[src/rtl/colbin_pkg.sv]
package colbin_pkg;
  localparam int unsigned DEF_ROWS   = 12;
  localparam int unsigned DEF_WORD_W = 36;
  localparam int unsigned DEF_HALVES = 2;
endpackage

[src/rtl/colbin_fetch.sv]
module colbin_fetch #(
  parameter int unsigned ROWS   = 12,
  parameter int unsigned WORD_W = 36,
  parameter int unsigned HALVES = 2,
  localparam int unsigned RW = $clog2(ROWS),
  localparam int unsigned LW = $clog2(WORD_W),
  localparam int unsigned HW = (HALVES > 1) ? $clog2(HALVES) : 1,
  localparam int unsigned AW = $clog2(ROWS * HALVES),
  localparam int unsigned CW = $clog2(WORD_W * HALVES + 1)
) (
  input  logic          clk,
  input  logic          rst,
  input  logic          go,
  output logic [AW-1:0] rd_addr,
  output logic          tag_vld,
  output logic [RW-1:0] tag_row,
  output logic [LW-1:0] tag_bit,
  output logic [CW-1:0] tag_col
);
  logic          act_q;
  logic [RW-1:0] row_q;
  logic [LW-1:0] lo_q;
  logic [HW-1:0] half_q;

  assign rd_addr = AW'(row_q) * AW'(HALVES) + AW'(half_q);

  always_ff @(posedge clk) begin
    if (rst) begin
      act_q  <= 1'b0;
      row_q  <= '0;
      lo_q   <= '0;
      half_q <= '0;
    end else if (go) begin
      act_q  <= 1'b1;
      row_q  <= '0;
      lo_q   <= '0;
      half_q <= '0;
    end else if (act_q) begin
      if (row_q == RW'(ROWS - 1)) begin
        row_q <= '0;
        if (lo_q == LW'(WORD_W - 1)) begin
          lo_q <= '0;
          if (half_q == HW'(HALVES - 1)) act_q <= 1'b0;
          else half_q <= half_q + 1'b1;
        end else begin
          lo_q <= lo_q + 1'b1;
        end
      end else begin
        row_q <= row_q + 1'b1;
      end
    end
  end

  always_ff @(posedge clk) begin
    if (rst) begin
      tag_vld <= 1'b0;
      tag_row <= '0;
      tag_bit <= '0;
      tag_col <= '0;
    end else begin
      tag_vld <= act_q;
      tag_row <= row_q;
      tag_bit <= lo_q;
      tag_col <= CW'(half_q) * CW'(WORD_W) + CW'(lo_q);
    end
  end


  addr_range_chk: assert property (@(posedge clk) disable iff (rst)
    act_q |-> (rd_addr < AW'(ROWS * HALVES)));
endmodule

[src/rtl/colbin_gather.sv]
module colbin_gather #(
  parameter int unsigned ROWS   = 12,
  parameter int unsigned WORD_W = 36,
  parameter int unsigned HALVES = 2,
  localparam int unsigned RW = $clog2(ROWS),
  localparam int unsigned LW = $clog2(WORD_W),
  localparam int unsigned CW = $clog2(WORD_W * HALVES + 1)
) (
  input  logic              clk,
  input  logic              rst,
  input  logic              tag_vld,
  input  logic [RW-1:0]     tag_row,
  input  logic [LW-1:0]     tag_bit,
  input  logic [CW-1:0]     tag_col,
  input  logic [WORD_W-1:0] rd_data,
  output logic              col_vld,
  output logic [ROWS-1:0]   col_code,
  output logic [CW-1:0]     col_idx
);
  logic [ROWS-1:0] acc_q, acc_d;
  logic            pick;

  always_comb begin
    pick  = rd_data[LW'(WORD_W - 1) - tag_bit];
    acc_d = (tag_row == '0) ? '0 : acc_q;
    acc_d[tag_row] = pick;
  end

  always_ff @(posedge clk) begin
    if (rst) begin
      acc_q    <= '0;
      col_vld  <= 1'b0;
      col_code <= '0;
      col_idx  <= '0;
    end else begin
      col_vld <= 1'b0;
      if (tag_vld) begin
        acc_q <= acc_d;
        if (tag_row == RW'(ROWS - 1)) begin
          col_vld  <= 1'b1;
          col_code <= acc_d;
          col_idx  <= tag_col;
        end
      end
    end
  end

  logic [CW-1:0] seen_idx_q;
  always_ff @(posedge clk) begin
    if (rst) seen_idx_q <= '0;
    else if (col_vld) seen_idx_q <= col_idx;
  end


  col_spacing_chk: assert property (@(posedge clk) disable iff (rst)
    col_vld |=> !col_vld);


  col_order_chk: assert property (@(posedge clk) disable iff (rst)
    (col_vld && col_idx != '0) |-> (col_idx == seen_idx_q + 1'b1));
endmodule

[src/rtl/colbin_trim.sv]
module colbin_trim #(
  parameter int unsigned ROWS = 12,
  parameter int unsigned COLS = 72,
  localparam int unsigned CW = $clog2(COLS + 1)
) (
  input  logic            clk,
  input  logic            rst,
  input  logic            clear,
  input  logic            col_vld,
  input  logic [ROWS-1:0] col_code,
  input  logic [CW-1:0]   col_idx,
  output logic            done,
  output logic [CW-1:0]   trim_len
);
  logic [CW-1:0] last_q;
  logic          marked;
  logic          final_col;

  assign marked    = col_vld && (col_code != '0);
  assign final_col = col_vld && (col_idx == CW'(COLS - 1));

  always_ff @(posedge clk) begin
    if (rst) begin
      last_q   <= '0;
      done     <= 1'b0;
      trim_len <= '0;
    end else begin
      done <= final_col;
      if (clear) last_q <= '0;
      else if (marked) last_q <= col_idx + 1'b1;
      if (final_col) trim_len <= marked ? col_idx + 1'b1 : last_q;
    end
  end


  done_pulse_chk: assert property (@(posedge clk) disable iff (rst)
    done |=> !done);


  trim_range_chk: assert property (@(posedge clk) disable iff (rst)
    done |-> (trim_len <= CW'(COLS)));
endmodule

[src/rtl/colbin_transposer.sv]
module colbin_transposer
  import colbin_pkg::*;
#(
  parameter int unsigned ROWS   = DEF_ROWS,
  parameter int unsigned WORD_W = DEF_WORD_W,
  parameter int unsigned HALVES = DEF_HALVES,
  localparam int unsigned COLS = WORD_W * HALVES,
  localparam int unsigned RW = $clog2(ROWS),
  localparam int unsigned LW = $clog2(WORD_W),
  localparam int unsigned AW = $clog2(ROWS * HALVES),
  localparam int unsigned CW = $clog2(COLS + 1)
) (
  input  logic              clk,
  input  logic              rst,
  input  logic              start,
  output logic [AW-1:0]     rd_addr,
  input  logic [WORD_W-1:0] rd_data,
  output logic              col_vld,
  output logic [ROWS-1:0]   col_code,
  output logic [CW-1:0]     col_idx,
  output logic              done,
  output logic [CW-1:0]     trim_len
);
  logic          running_q;
  logic          go;
  logic          tag_vld;
  logic [RW-1:0] tag_row;
  logic [LW-1:0] tag_bit;
  logic [CW-1:0] tag_col;

  assign go = start && !running_q;

  always_ff @(posedge clk) begin
    if (rst) running_q <= 1'b0;
    else if (go) running_q <= 1'b1;
    else if (col_vld && col_idx == CW'(COLS - 1)) running_q <= 1'b0;
  end

  colbin_fetch #(.ROWS(ROWS), .WORD_W(WORD_W), .HALVES(HALVES)) u_fetch (
    .clk(clk), .rst(rst), .go(go), .rd_addr(rd_addr),
    .tag_vld(tag_vld), .tag_row(tag_row), .tag_bit(tag_bit), .tag_col(tag_col)
  );

  colbin_gather #(.ROWS(ROWS), .WORD_W(WORD_W), .HALVES(HALVES)) u_gather (
    .clk(clk), .rst(rst), .tag_vld(tag_vld), .tag_row(tag_row),
    .tag_bit(tag_bit), .tag_col(tag_col), .rd_data(rd_data),
    .col_vld(col_vld), .col_code(col_code), .col_idx(col_idx)
  );

  colbin_trim #(.ROWS(ROWS), .COLS(COLS)) u_trim (
    .clk(clk), .rst(rst), .clear(go), .col_vld(col_vld),
    .col_code(col_code), .col_idx(col_idx), .done(done), .trim_len(trim_len)
  );


  busy_output_chk: assert property (@(posedge clk) disable iff (rst)
    (col_vld || done) |-> (running_q || done));
endmodule

[config.mk]
export PLATFORM = sky130hd
export DESIGN_NAME = colbin_transposer
export DESIGN_NICKNAME = d
export VERILOG_FILES = /design/src/rtl/colbin_pkg.sv /design/src/rtl/colbin_fetch.sv /design/src/rtl/colbin_gather.sv /design/src/rtl/colbin_trim.sv /design/src/rtl/colbin_transposer.sv
export SDC_FILE = /design/constraint.sdc
export NUM_CORES = 1
export LEC_CHECK = 0
export ABC_AREA = 1
export BUFFER_PORTS_ARGS = -buffer_cell sky130_fd_sc_hd__buf_4
export CELL_PAD_IN_SITES_DETAIL_PLACEMENT = 1
export CELL_PAD_IN_SITES_GLOBAL_PLACEMENT = 2
export CORE_MARGIN = 4
export CORE_UTILIZATION = 32
export DETAILED_ROUTE_END_ITERATION = 8
export HOLD_SLACK_MARGIN = 0.1
export PLACE_DENSITY_LB_ADDON = 0.12
export SYNTH_ARGS = -nofsm -noshare
export SYNTH_HDL_FRONTEND = slang
export SYNTH_SLANG_ARGS = --single-unit
export TNS_END_PERCENT = 1
[constraint.sdc]
create_clock -name clk -period 5.4 [get_ports clk]
set_input_delay 0.27 -clock clk [delete_from_list [all_inputs] [get_ports clk]]
set_output_delay 0.27 -clock clk [all_outputs]
set_load 0.1 [all_outputs]
Word level (Yosys, flattened, before mapping)
Cells that the tools add are included.
W data, S select, Z words.

storage, ports and cells
  flip-flop bits (word level) = 78
  bits of input ports = 39
  output and inout bits = 33
  word-level logic and storage cells = 63

operators by class
  $add $sub $neg = 7
  multiply operators = 1
  order comparisons = 3
  equal/unequal tests = 4
  muxes and demuxes = 18
  bitwise logic cells = 1
  reduce and logical (&&, ||, !) cells = 13

operators by type and width
  kind                   number
  $bwmux W12             1
  $mux W12               1
  $reduce_bool A12 Y1    1
  $mux W1                11
  $eq A4 B4 Y1 const B   2
  $add A7 B1 Y7 const B  1
  $add A7 B6 Y7          1
  $eq A7 B7 Y1 const B   1
  $lt A6 B7 Y1 const B   1
  $mux W7                1
  $add A6 B1 Y6 const B  1
  $bmux W1 S6            1
  $eq A6 B6 Y1 const B   1
  $mux W6                1
  $sub A6 B6 Y6 const A  1
  $add A5 B1 Y5          1
  $lt A4 B5 Y1 const B   1
  $mul A1 B4 Y5 const B  1
  $add A4 B1 Y4 const B  1
  $demux W1 S4           1
  $ge A4 B1 Y1 const B   1
  $logic_and A1 B1 Y1    4
  $logic_not A4 Y1       1
  $mux W4                1
  7 further kinds        9

Longest topological paths before layout
Gate-level depths: netlist (run 1).

  depth in word-level cells = 5
  depth in mapped cells = 15

By module
Synthesis (run 1) repeated with hierarchy kept, for this count alone.

second synthesis, totals
  cells, all modules = 569
  area, all modules = 3856.2 um2

modules (own cells, without submodules)
  module             times used  cells each  area an instance (um2)  seq. area each (um2)
  colbin_gather      1           292         1874.3                  620.6
  colbin_fetch       1           138         1092.3                  560.5
  colbin_trim        1           123         805.8                   300.3
  colbin_transposer  1           16          83.8                    20.0

Worst setup path before layout (run 1)
Ideal clock, no wire load.

  kind = reg-to-reg
  from = reg u_gather.col_idx[0]
  to = reg u_trim.trim_len[6]
  setup time = 56 ps
  arrival = 2250 ps
  setup slack = 3094 ps
  cell stages (with the launch flop) = 9
  clock period less this slack = 2306 ps
  cells stage by stage = dfxtp_1 ha_1 inv_1 nor4_2 buf_2 nor2_1 nor2_1 nand2_1 inv_1

on the way
  cells in the longest elaborated chain, start to end = 2

RTL lines
  element                                                line                                  RTL
  from (decl)                                            colbin_gather.sv:18                   output logic [CW-1:0] col_idx
  from (signal assigned)                                 colbin_gather.sv:42                   col_idx <= tag_col;
  $add A7 B1 Y7 / $eq A7 B7 Y1 (equally long branches)   colbin_trim.sv:31, colbin_trim.sv:20
  $mux W7 / $logic_and A1 B1 Y1 (equally long branches)  n/a
  to (signal assigned)                                   colbin_trim.sv:31                     if (final_col) trim_len <= marked ? col_idx + 1'b1 : last_q;
  to (decl)                                              colbin_trim.sv:13                     output logic [CW-1:0] trim_len

Parallel ways exist; a longest one is shown, timed or not.
A chain may end at the register's enable or synchronous reset.

Worst setup path in the final report (run 1)
  from = reg u_fetch.tag_vld
  to = reg u_gather.col_code[11]

on the way
  cells in the longest elaborated chain, start to end = 1

RTL lines
  element                             line                 RTL
  from (decl)                         colbin_fetch.sv:15   output logic tag_vld,
  from (signal assigned)              colbin_fetch.sv:61   tag_vld <= act_q;
  $reduce_and A2 Y1 (no source line)  n/a
  to (signal assigned)                colbin_gather.sv:33  col_code <= '0;
  to (signal assigned)                colbin_gather.sv:41  col_code <= acc_d;
  to (decl)                           colbin_gather.sv:17  output logic [ROWS-1:0] col_code,

No other way between the ends.

==> impl_metrics.tcl, run 1 <==
set metrics [dict create \
    regArea_mm2 0.001501 \
    finalSetupViolations 0 \
    cap_violations 0 \
    syn_avg_cell_area_um2 7.032 \
    relSlewSlack 0.4553 \
    drive_gt1_frac 0.1701 \
    combPwrFrac 0.069 \
    power.density_mw_per_mm2 242.4 \
    ys_ff_latch 75 \
    dr_wl_met3_um 395 \
    die-area_mm2 0.01292 \
    ys_types 35 \
    diodes 0 \
    final_area_mm2 0.004349 \
    placed_area_mm2 0.004174 \
    ant_nets 0 \
    seq_area_frac_synth 0.4203 \
    clock_sinks 75 \
    grt_antenna_before_repair 0 \
    dp_hpwl_mm 7.399 \
    cts.repair.resized 0 \
    syn_nets 554 \
    port_buffers 71 \
    ir_drop_mv 0.1643 \
    num_vias 3404 \
    viasPerCell 4.754 \
    post-route-drc-count 0 \
    clkPwrFrac 0.389 \
    ys_warn_count 0 \
    dpl.cell_count 701 \
    period_share 0.3990 \
    drt_wl_total_mm 9.813 \
    netlist.area_leader.share 0.4203 \
    cts_max_level 3 \
    hold_viol 0 \
    cts_buffers 9 \
    skew_ns 0.01102 \
    path_clk_slew_ns 0.07 \
    p_sw_frac 0.2373 \
    crit_slowest_cell "dfxtp_1" \
    synthToLayoutAreaGrowth_pct 21.75 \
    max_freq_mhz 464.1 \
    dr_wl_met2_mm 4.603 \
    cts_hold_buf 0 \
    start_kind "flip-flop" \
    gp_congestion 0.7553 \
    worstPathArrival_ns 2.40 \
    root_buffer "clkbuf_8" \
    drt_iter0_markers 128 \
    critPathMaxFanout 30 \
    die_w_um 113.7 \
    clk_latency_ns 0.35 \
    final_max_slew_viol_count 0 \
    required_ns 5.65 \
    clockBufferDepth 2 \
    boundaryPins 72 \
    fp-row-count 38 \
    synthTopCellsByArea "dfxtp_1 (42%), nor2_1 (9.6%), nand2_1 (9.5%)" \
    stdcell_count 716 \
    pwr-share-seq 0.542 \
    initial_utilization 0.3281 \
    slowest_delay_ns 0.85 \
    wl_per_cell_um 13.71 \
    dr.pass1.iters 4 \
    core_area_mm2 0.01089 \
    first_global_vias 3577 \
    multi_input_area_mm2 0.001694 \
    grt_pass1_wl_mm 17.05 \
    fp.dieH_um 113.7 \
    syn_inst 508 \
    cts_setup_buffers 0 \
    p_switching_mw 0.2502 \
    status "completed" \
    crit_type "flip-flop to flip-flop" \
    highest_layer "met4" \
    endpoint_kind "flip-flop" \
    post-synth-top-area-cell "dfxtp_1" \
    syn-cell-area_mm2 0.003572 \
    nFillCells 1412 \
    worst_pin_slew_ns 0.8160 \
    hp-class "primary input to flip-flop" \
    wl_met1_mm 4.670 \
    crit_chain "nand2_1 -> inv_2 -> nand3_1 -> o211ai_1 -> inv_1" \
    nets 618 \
    grt_overflow 0 \
    track_usage 0.1622 \
    fin_crit_ns 2.154 \
    rsz0062_at_grt "false" \
    internal-power_mw 0.8040 \
    p_leak_nw 2.019 \
    finalSetupTns_ns 0 \
    cts_tree "built" \
    grt_max_degree 34 \
]
[per-layer routing]
layer	GRT usage	up-vias
li1	-	1739
met5	0	-
met4	0.05529	0
met2	0.2768	59
met3	0.03024	13
met1	0.2055	1593
[cells in the mapped netlist]
library cell and n:
o21ai_0 35, mux2i_1 6, a21oi_1 26, o21ai_1 1
nand3_2 2, inv_2 1, nand2_2 6, clkinv_1 1
nor3b_1 1, nand2_4 1, nor4_2 1, nor2_1 91
o211ai_1 2, xnor2_1 1, ha_1 7, nand2_1 90
o22ai_1 2, buf_6 3, or2_2 1, inv_8 1
o21a_1 1, inv_1 65, a211oi_1 1, xor2_1 9
buf_2 5, dfxtp_1 75, clkbuf_1 9, nand3_1 46
nand3_4 1, nor3_1 8, nor4_1 4, buf_4 1
clkbuf_8 1, a31oi_1 1, nand4_1 2
[cell usage in the layout, fill, tap and decap left out, types with 3 or more instances in the layout]
cell	instances
nor2_1	91
nand2_1	90
dfxtp_1	75
buf_4	72
inv_1	65
nand3_1	46
o21ai_0	35
a21oi_1	26
xor2_1	9
clkbuf_8	9
nor3_1	8
ha_1	7
nand2_2	6
mux2i_1	6
nor4_1	4
clkbuf_1	3
[area by class of cell]
class | count | area share
Clock buffer | 12 | 0.03107
Clock inverter | 3 | 0.009206
Inverter | 68 | 0.06041
Multi-Input combinational cell | 346 | 0.3895
Sequential cell | 75 | 0.3452
Tap cell | 140 | 0.04028
Timing Repair Buffer | 72 | 0.1243
[critical path, delay by kind of cell, from the launching register on]
family                 cells  cell delay (ns)
AO/OA/AOI/OAI              1             0.11
buffers and inverters      2             0.51
flip-flops                 1             0.85
AND/OR/NAND/NOR            2             0.57
[per-stage QoR]
stage | hold slack [ns] | setup slack [ns] | power [mW] | util
floorplan | 0.4392 | 3.094 | 0.6234 | -
global placement | 0.4490 | 3.214 | 0.6563 | 0.3834
detailed placement | 0.4614 | 3.215 | 0.6580 | 0.3834
CTS | 0.2245 | 3.211 | 1.074 | 0.3994
global route | 0.2410 | 2.905 | 1.108 | 0.3994
finish | 0.2378 | 3.246 | 1.054 | 0.3994
[cell families after synthesis]
logic type	count (synthesis)	share of synthesized area
AND/OR/NAND/NOR	254	0.3079
adder cells (fa/ha/maj)	7	0.02452
XOR/XNOR	10	0.02452
multiplexers	6	0.01681
AO/OA/AOI/OAI	69	0.1005
buffers and inverters	87	0.1054
flip-flops	75	0.4203
[power by group through the flow]
stage	clock (mW)	sequential [mW]	combinational [mW]
floorplan	0	0.584	0.0391
global placement	0	0.584	0.0724
detailed placement	0	0.584	0.0738
CTS	0.429	0.571	0.0742
global route	0.452	0.573	0.0825
finish	0.410	0.571	0.0724
[state kept, by name (all words and copies together) (netlist names)]
name,count
u_trim.trim_len,7
u_fetch.tag_bit,4
u_trim.done,1
u_gather.col_code,12
u_fetch.half_q,1
running_q,1
u_gather.col_vld,1
u_trim.last_q,7
u_gather.acc_q,11
u_fetch.row_q,4
u_fetch.tag_vld,1
u_fetch.tag_col,7
u_gather.col_idx,7
u_fetch.lo_q,6
u_fetch.act_q,1
u_fetch.tag_row,4
[final timing paths]
kind | from | to | slack [ns] | cells after the start
setup / recovery | u_fetch.tag_vld$_SDFF_PP0_ | u_gather.col_code[11]$_SDFFE_PP0P_ | 3.25 | 5
setup reg to reg | u_fetch.tag_vld$_SDFF_PP0_ | u_gather.col_code[11]$_SDFFE_PP0P_ | 3.25 | 5
hold reg to reg | running_q$_SDFFE_PP0P_ | running_q$_SDFFE_PP0P_ | 0.47 | 2
hold / removal | start | running_q$_SDFFE_PP0P_ | 0.24 | 3
Power figures use the tool's default switching activity.
==> run 2, diff against run 1 <==
CORE_UTILIZATION = 27   (was 32)
clock period = 1.87 ns   (was 5.4 ns; I/O delays follow)
==> impl_metrics.tcl, run 2 (synthesis gave the netlist of run 1 again) <==
set metrics [dict create \
    final_max_slew_viol_count 0 \
    period_share 0.9218 \
    grt_overflow 0 \
    drt_wl_total_mm 10.38 \
    rsz0062_at_grt "false" \
    pwr-share-seq 0.454 \
    status "completed" \
    port_buffers 71 \
    power.density_mw_per_mm2 761.9 \
    skew_ns 0.006746 \
    max_freq_mhz 580.1 \
    cts_max_level 3 \
    largest_reg_flops 12 \
    wl_per_cell_um 13.61 \
    viasPerCell 4.510 \
    dr.pass1.iters 4 \
    worst_pin_slew_ns 0.7328 \
    clock_sinks 75 \
    path_clk_slew_ns 0.06 \
    nets 632 \
    num_vias 3441 \
    cts_tree "built" \
    combPwrFrac 0.063 \
    fin_util 0.3716 \
    post-route-drc-count 0 \
    crit_type "flip-flop to flip-flop" \
    start_kind "flip-flop" \
    ant_nets 0 \
    relSlewSlack 0.5109 \
    regMostFlops "u_gather.col_code" \
    required_ns 2.12 \
    critPathMaxFanout 5 \
    most-common-layout-cells "nor2_1 (91), nand2_1 (90), buf_4 (82)" \
    cts_buffers 9 \
    die_w_um 123.0 \
    grt_max_degree 34 \
    nFillCells 1566 \
    layout_commonest_cell "nor2_1" \
    drive_gt1_frac 0.2403 \
    hold_viol 0 \
    drt_iter0_markers 108 \
    die-area_mm2 0.01513 \
    finalPower_mw 3.617 \
    p_switching_mw 0.8147 \
    clockBufferDepth 2 \
    worstPathArrival_ns 1.98 \
    root_buffer "clkbuf_16" \
    p_sw_frac 0.2252 \
    dp_hpwl_mm 7.787 \
    ir_drop_mv 0.5367 \
    gp_congestion 0.7995 \
    clkPwrFrac 0.483 \
    fin_crit_ns 1.724 \
    boundaryPins 72 \
    core_area_mm2 0.01277 \
    grt_antenna_before_repair 0 \
    synthToLayoutAreaGrowth_pct 32.89 \
    ff2ff_setup_slack_ns 0.15 \
    first_global_vias 3645 \
    fp-row-count 41 \
    p_leak_nw 2.187 \
    diodes 0 \
    internal-power_mw 2.802 \
    grt_pass1_wl_mm 17.53 \
    endpoint_kind "flip-flop" \
    initial_utilization 0.2797 \
    fp.dieH_um 123.0 \
    cap_violations 0 \
    track_usage 0.1460 \
    finalSetupViolations 0 \
    reg_top3 "u_gather.col_code (12), u_gather.acc_q (11)" \
    clk_latency_ns 0.33 \
    hp-class "primary input to flip-flop" \
]
-- run 2: cell types whose count changed in the layout (fill, tap and decap cells not counted), moves of 2 or more --
cell | previous run | this run
dfxtp_1 | 75 | 54
buf_12 | 0 | 2
dfxtp_4 | 0 | 2
clkinvlp_4 | 0 | 2
clkbuf_1 | 3 | 0
clkbuf_16 | 0 | 10
buf_4 | 72 | 82
dfxtp_2 | 0 | 19
clkbuf_8 | 9 | 3
-- run 2: per-stage QoR --
| step | hold WS, ns | setup TNS, ns | setup WS, ns | std cells | area, um2 |
|---|---|---|---|---|---|
| final | 0.1713 | 0 | 0.1462 | 763 | 4747 |
| after CTS | 0.1709 | 0 | 0.03185 | 761 | 4672 |
| after detailed placement | 0.4387 | 0 | 0.06908 | 744 | 4353 |
| after global routing | 0.1892 | 0 | 0.01834 | 763 | 4747 |
| after global placement | 0.4125 | 0 | 0.1435 | 744 | 4353 |
| after floorplan | 0.2779 | -0.0006711 | -0.0006711 | 508 | 3603 |
-- run 2: worst paths after layout --
path	from	to	cells past startpoint
worst max-delay path	u_fetch.tag_bit[2]$_SDFF_PP0_	u_gather.acc_q[4]$_SDFFE_PP0P_	9
worst min-delay path	rst	u_fetch.tag_col[3]$_SDFF_PP0_	2
worst min register to register	running_q$_SDFFE_PP0P_	running_q$_SDFFE_PP0P_	2
worst max register to register	u_fetch.tag_bit[2]$_SDFF_PP0_	u_gather.acc_q[4]$_SDFFE_PP0P_	9
-- run 2: metal layers --
layer,up-vias,global-route usage,wire length (um)
met5,-,0,0
met4,0,0.05398,155
met3,11,0.02928,303
met2,44,0.2515,5154
met1,1610,0.1804,4770
li1,1776,-,-
-- run 2: power by group through the flow --
stage / clock network, mW / logic [mW] / registers [mW]
6_report: 1.75 / 0.228 / 1.64
5_1_grt: 1.88 / 0.258 / 1.64
4_1_cts: 1.83 / 0.231 / 1.64
3_5_place_dp: 0 / 0.228 / 1.68
3_3_place_gp: 0 / 0.222 / 1.67
2_1_floorplan: 0 / 0.113 / 1.68
-- run 2: critical path: stages (launching register included) --
cell     delay (ns)
dfxtp_1        0.31
inv_1          0.08
ha_2           0.20
xor2_2         0.15
inv_1          0.11
nor3_4         0.28
nand3_4        0.15
nand3_1        0.11
nand2_1        0.10
a21oi_1        0.16
-- run 2: layout make-up --
class                      count  area (um2)  share of cell area
clock inverter                 3       17.52            0.003690
sequential                    75        1533              0.3229
tap                          172       215.2             0.04533
clock buffer                  13       291.5             0.06141
timing repair buffer          85       665.6              0.1402
inverter                      68       266.5             0.05614
multi-input combinational    347        1758              0.3703
-- run 2: repair_timing --
action                                  in CTS  in global routing
buffers inserted                             0                  1
endpoints found under the setup margin       0                 23
hold buffers                                 1                  0
resized for setup                            0                 10
endpoints found under the hold margin        2                  0
